## config.mk

```make
export PLATFORM = sky130hd
export DESIGN_NAME = shift_rotate_unit
export DESIGN_NICKNAME = d
export VERILOG_FILES = /design/src/rtl/shift_rotate_pkg.sv /design/src/rtl/shift_rotate_ctrl.sv /design/src/rtl/shift_rotate_dpath.sv /design/src/rtl/shift_rotate_unit.sv
export SDC_FILE = /design/constraint.sdc
export NUM_CORES = 1
export LEC_CHECK = 0
export BUFFER_PORTS_ARGS = -buffer_cell sky130_fd_sc_hd__buf_2
export CAP_MARGIN = 0
export CORE_MARGIN = 5
export CORE_UTILIZATION = 45
export DETAILED_ROUTE_END_ITERATION = 6
export PLACE_DENSITY_LB_ADDON = 0.2
export SETUP_SLACK_MARGIN = 0.3
export SKIP_LAST_GASP = 1
export SLEW_MARGIN = 5
export SYNTH_ARGS = -nofsm -noshare
export SYNTH_HDL_FRONTEND = slang
export SYNTH_SLANG_ARGS = --single-unit
```

## constraint.sdc

```tcl
create_clock -name clk -period 0.8 [get_ports clk]
set_input_delay 0.12 -clock clk [delete_from_list [all_inputs] [get_ports clk]]
set_output_delay 0.12 -clock clk [all_outputs]
set_load 0.1 [all_outputs]
```

## src/rtl/shift_rotate_pkg.sv

```systemverilog
package shift_rotate_pkg;

  typedef enum logic [1:0] {
    MODE_LOGIC = 2'b00,
    MODE_ARITH = 2'b01,
    MODE_ROT   = 2'b10,
    MODE_ROT_B = 2'b11
  } shiftMode_e;

  typedef struct packed {
    logic effLeft;
    logic isRotate;
    logic isArith;
    logic saturate;
  } shiftStrobes_t;

endpackage

```

## src/rtl/shift_rotate_ctrl.sv

```systemverilog
module shift_rotate_ctrl
  import shift_rotate_pkg::*;
#(
  parameter int WIDTH    = 8,
  parameter bit DIR_ONLY = 1'b0,
  localparam int CNT_W   = $clog2(WIDTH) + 2,
  localparam int SH_W    = $clog2(WIDTH)
) (
  input  logic                clk,
  input  logic                rstN,
  input  logic [CNT_W-1:0]    shiftCnt,
  input  logic                dirLeft,
  input  logic [1:0]          mode,
  output shiftStrobes_t       strobes,
  output logic [SH_W-1:0]     amount
);

  logic             cntNeg;
  logic [CNT_W-1:0] mag;
  logic [CNT_W-1:0] magMod;

  generate
    if (DIR_ONLY) begin : g_unsigned
      assign cntNeg = 1'b0;
      assign mag    = shiftCnt;
    end else begin : g_signed
      assign cntNeg = shiftCnt[CNT_W-1];
      assign mag    = cntNeg ? (~shiftCnt + CNT_W'(1)) : shiftCnt;
    end
  endgenerate

  assign magMod = mag % CNT_W'(WIDTH);
  assign amount = magMod[SH_W-1:0];

  always_comb begin
    strobes.effLeft  = dirLeft ^ cntNeg;
    strobes.isRotate = mode[1];
    strobes.isArith  = (mode == MODE_ARITH);
    strobes.saturate = !mode[1] && (mag >= CNT_W'(WIDTH));
  end

  // the stage amount never reaches the word width
  assert_amount_range_R6: assert property (@(posedge clk) disable iff (!rstN)
    int'(amount) < WIDTH);

endmodule

```

## src/rtl/shift_rotate_dpath.sv

```systemverilog
module shift_rotate_dpath
  import shift_rotate_pkg::*;
#(
  parameter int WIDTH   = 8,
  parameter bit REG_OUT = 1'b1,
  localparam int SH_W   = $clog2(WIDTH)
) (
  input  logic             clk,
  input  logic             rstN,
  input  logic [WIDTH-1:0] dataIn,
  input  shiftStrobes_t    strobes,
  input  logic [SH_W-1:0]  amount,
  output logic [WIDTH-1:0] dataOut
);

  logic [WIDTH-1:0] revIn;
  logic [WIDTH-1:0] stg [0:SH_W];
  logic [WIDTH-1:0] rightRes;
  logic [WIDTH-1:0] result;
  logic             fillBit;

  // reverse on the way in so every stage only moves rightwards
  for (genvar i = 0; i < WIDTH; i++) begin : g_rev_in
    assign revIn[i] = strobes.effLeft ? dataIn[WIDTH-1-i] : dataIn[i];
  end

  assign fillBit = strobes.isArith & revIn[WIDTH-1];
  assign stg[0]  = revIn;

  for (genvar k = 0; k < SH_W; k++) begin : g_stage
    localparam int S = 1 << k;
    assign stg[k+1] = !amount[k]      ? stg[k] :
                      strobes.isRotate ? {stg[k][S-1:0], stg[k][WIDTH-1:S]} :
                                         {{S{fillBit}}, stg[k][WIDTH-1:S]};
  end

  assign rightRes = strobes.saturate ? {WIDTH{fillBit}} : stg[SH_W];

  for (genvar i = 0; i < WIDTH; i++) begin : g_rev_out
    assign result[i] = strobes.effLeft ? rightRes[WIDTH-1-i] : rightRes[i];
  end

  generate
    if (REG_OUT) begin : g_reg
      always_ff @(posedge clk or negedge rstN) begin
        if (!rstN) dataOut <= '0;
        else       dataOut <= result;
      end
    end else begin : g_comb
      assign dataOut = result;
    end
  endgenerate

  // a rotate neither creates nor loses set bits
  assert_rotate_keeps_bits_R4: assert property (@(posedge clk) disable iff (!rstN)
    strobes.isRotate |-> $countones(result) == $countones(dataIn));

  // a logical shift never adds set bits
  assert_logical_no_new_ones_R1: assert property (@(posedge clk) disable iff (!rstN)
    (!strobes.isRotate && !strobes.isArith) |-> $countones(result) <= $countones(dataIn));

  // a zero amount without saturation is a pass-through
  assert_zero_pass_R7: assert property (@(posedge clk) disable iff (!rstN)
    (amount == '0 && !strobes.saturate) |-> result == dataIn);

  // a saturated shift is a uniform word
  assert_saturate_uniform_R6: assert property (@(posedge clk) disable iff (!rstN)
    strobes.saturate |-> (result == '0 || result == '1));

endmodule

```

## src/rtl/shift_rotate_unit.sv

```systemverilog
module shift_rotate_unit
  import shift_rotate_pkg::*;
#(
  parameter int WIDTH    = 8,
  parameter bit DIR_ONLY = 1'b0,
  parameter bit REG_OUT  = 1'b1,
  localparam int CNT_W   = $clog2(WIDTH) + 2,
  localparam int SH_W    = $clog2(WIDTH)
) (
  input  logic             clk,
  input  logic             rstN,
  input  logic [WIDTH-1:0] dataIn,
  input  logic [CNT_W-1:0] shiftCnt,
  input  logic             dirLeft,
  input  logic [1:0]       mode,
  output logic [WIDTH-1:0] dataOut
);

  shiftStrobes_t   strobes;
  logic [SH_W-1:0] amount;

  shift_rotate_ctrl #(.WIDTH(WIDTH), .DIR_ONLY(DIR_ONLY)) u_ctrl (
    .clk     (clk),
    .rstN    (rstN),
    .shiftCnt(shiftCnt),
    .dirLeft (dirLeft),
    .mode    (mode),
    .strobes (strobes),
    .amount  (amount)
  );

  shift_rotate_dpath #(.WIDTH(WIDTH), .REG_OUT(REG_OUT)) u_dpath (
    .clk    (clk),
    .rstN   (rstN),
    .dataIn (dataIn),
    .strobes(strobes),
    .amount (amount),
    .dataOut(dataOut)
  );

endmodule

```

==> results.md <==
* Global Route Usage Sum at 21.28%
* Violated checks: setup timing
* TritonCTS Buffers at 3
* Slew Viols, Final at 0
* Crit path cell chain: buf_12, xnor2_4, buf_4, mux4_2, nor2b_1, o21ai_1, nand3_1, o311ai_2
* Power Internal at 1.789 mW
* Instance area at placement at 1640 um^2
* Final GP Congestion at 0.9009
* Initial core utilization at 47.89%
* Die height at 58.99 um
* Dpl cells at 182
* DR DRC count at 0
* Vias/cell at 6.354
* Post-layout min period at 1.622 ns
* Max-cap violations at 0
* GRT overflow at 0
* Max FFs per register at 8
* First-pass GRT wire length at 5609 um
* Initial DRC count at 81
* Power per cell area at 1830 nW/um^2
* Area grow syn2layout at 73.58%
* Status: finished with violations
* Clock power frac at 8.9%
* Main synth FF type: dfrtp_1
* Die area at 3479 um^2
* Post-route design area at 1874 um^2
* Clock Tree Buf Depth at 2
* Switching power at 1.640 mW
* Sw Share at 47.83%
* Final setup viols at 16
* Crit-path max FO at 4
* Most frequent cells in the layout: 29 x buf_4, 14 x buf_2, 11 x buf_12
* H-tree Lvls at 1
* Synthesized cell area at 1080 um^2
* Measured slew at the worst slew-check pin at 0.4124 ns
* Fmax at 0.6166 GHz
* Syn Nets at 129
* RSZ-0062 raised after global routing: true
* Seq pwr share at 19.0%
* Die X at 58.99 um
* Power Total at 3.429 mW
* Root buffer cell: clkbuf_4
* Vias in the first global route at 1178
* Worst-path clk slew at 0.06 ns
* Sink Count at 8
* Seq/Total Area, Yosys at 18.54%
* Critical Path RT at 0.92 ns
* Most common cell after layout, fill and taps aside: buf_4
* Layout cell share with drive strength beyond 1 at 68.90%
* Initial antenna violation count at 0
* Syn. warnings at 0
* Core area at 2255 um^2
* Crit-path max cell delay at 0.54 ns
* Largest register by flop count: u_dpath.dataOut
* I/O Pins at 26
* Vias at 1220
* Largest registers: u_dpath.dataOut x8
* DR WL/cell at 20.11 um
* Post-synthesis average cell area at 9.906 um^2
* Arrival time of the worst setup path at 1.74 ns
* Setup crit end kind: register
* Final Routed Wirelength at 3862 um
* Place WS at -1.178 ns
* DR pass1 iterations at 4
* FILL cells at 122
* Worst setup path class: input pin to register
* Number of flops mapped to enable cells by yosys at 0
* Fin worst setup slack at -0.8217 ns
* Nets at 186
* CP startpoint kind: input pin
* PortBufs at 25
* CTS tree: built
* Hold Fails Final Rpt at 0
* Register bit total from synthesis at 8
* Post-synth ARST share at 100.0%
* Worst ir drop on vdd at 1.614 mV
* Netlist cell types at 44
* Layout Cells excl Fill at 192
* Slowest cell on crit path: mux4_2
* DRT antenna net count at 0
* Worst min path class: input pin to asynchronous set/reset pin
* Antenna cells at 0
* Fin crit share at 202.7%
* P_leak at 0.7825 nW
* Cell count after synthesis at 109
* Slew headroom at 72.16%
* Util after Layout at 83.13%
* Largest net degree at the start of global routing at 14
* Post-DP HPWL at 2360 um
* # rows at 17
* Combinational share of power at 72.0%
==> power by group through the flow <==
| stage | clock network, mW | logic [mW] | registers, mW |
|---|---|---|---|
| after CTS | 0.316 | 2.31 | 0.656 |
| after global placement | 0 | 2.14 | 0.657 |
| after global routing | 0.351 | 2.57 | 0.664 |
| final | 0.306 | 2.47 | 0.653 |
| after floorplan | 0 | 0.705 | 1.35 |
| after detailed placement | 0 | 2.17 | 0.661 |
==> what timing repair did <==
action | CTS | global route
setup endpoints to repair | 16 | 16
endpoints found under the hold margin | 8 | 0
pin swaps | 13 | 7
gates resized for setup | 30 | 14
hold buffers | 1 | 0
buffers inserted | 2 | 4
==> final cells by class <==
cell class	instances	area, um^2	share of cell area, %
Tap cell	28	35.03	1.869
Inverter	3	23.77	1.268
Timing Repair Buffer	60	574.3	30.64
Sequential cell	8	230.2	12.28
Multi-Input combinational cell	90	988.4	52.74
Clock buffer	3	22.52	1.202
==> layer usage <==
| metal | up-vias | part of all wire, % | global-route usage (%) |
|---|---|---|---|
| met4 | 0 | 4.0 | 9.709 |
| met3 | 20 | 8.1 | 4.139 |
| li1 | 539 | - | - |
| met5 | - | 0 | 0 |
| met2 | 80 | 53 | 38.64 |
| met1 | 581 | 35 | 23.71 |
==> logic make-up (layout without fill, tap and decap cells) <==
family	count (synthesis)	in the layout	synth area share, %
xor gates and xnor gates	5	5	6.142
and+or+nand+nor	26	26	12.98
adders and majority gates	2	2	2.317
DFF	8	8	18.54
buffers and inverters	11	66	6.141
muxes	20	20	30.59
AOI/OAI and AO/OA	37	37	23.29
==> synth_stat cells (2+ instances only) <==
| master | instances | area, um^2 |
|---|---|---|
| mux2i_1 | 9 | 90.09 |
| o211ai_1 | 2 | 15.01 |
| inv_1 | 2 | 7.510 |
| o22ai_1 | 2 | 12.51 |
| nand2b_1 | 2 | 12.51 |
| nand2_1 | 4 | 15.01 |
| mux2_2 | 2 | 22.52 |
| buf_4 | 2 | 15.01 |
| buf_2 | 2 | 10.01 |
| and3b_1 | 2 | 17.52 |
| xor2_1 | 2 | 17.52 |
| mux4_1 | 4 | 105.1 |
| o311ai_1 | 2 | 17.52 |
| nor3_1 | 4 | 20.02 |
| o21ai_1 | 4 | 20.02 |
| nor2_1 | 5 | 18.77 |
| ha_1 | 2 | 25.02 |
| a211oi_2 | 2 | 25.02 |
| dfrtp_1 | 8 | 200.2 |
| o21ai_0 | 11 | 55.05 |
| buf_6 | 2 | 22.52 |
| clkbuf_1 | 2 | 7.510 |
| a21oi_1 | 4 | 20.02 |
| mux4_2 | 5 | 112.6 |
| nand3_1 | 4 | 20.02 |
==> final timing paths <==
| path | from | end |
|---|---|---|
| worst max-delay path | dirLeft | u_dpath.dataOut[6] |
| worst min-delay path | rstN | u_dpath.dataOut[6] |
| max in group asynchronous | rstN | u_dpath.dataOut[0] |
| min in group clk | shiftCnt[4] | u_dpath.dataOut[3] |
==> per-stage QoR <==
step / setup TNS [ns] / hold WS (ns)
6_report: -8.038 / 0.2402
5_1_grt: -8.872 / 0.2476
4_1_cts: -7.753 / 0.2348
3_5_place_dp: -9.065 / -0.02857
3_3_place_gp: -8.693 / -0.03598
2_1_floorplan: -7.347 / -0.1756
==> critical path, delay by kind of cell <==
| family | cells | cell delay (ns) |
|---|---|---|
| multiplexers | 1 | 0.54 |
| AND/OR/NAND/NOR | 2 | 0.38 |
| buffers and inverters | 2 | 0.27 |
| AO/OA/AOI/OAI | 2 | 0.23 |
| XOR/XNOR | 1 | 0.21 |
Note: power is estimated with default switching activity, not from simulation.
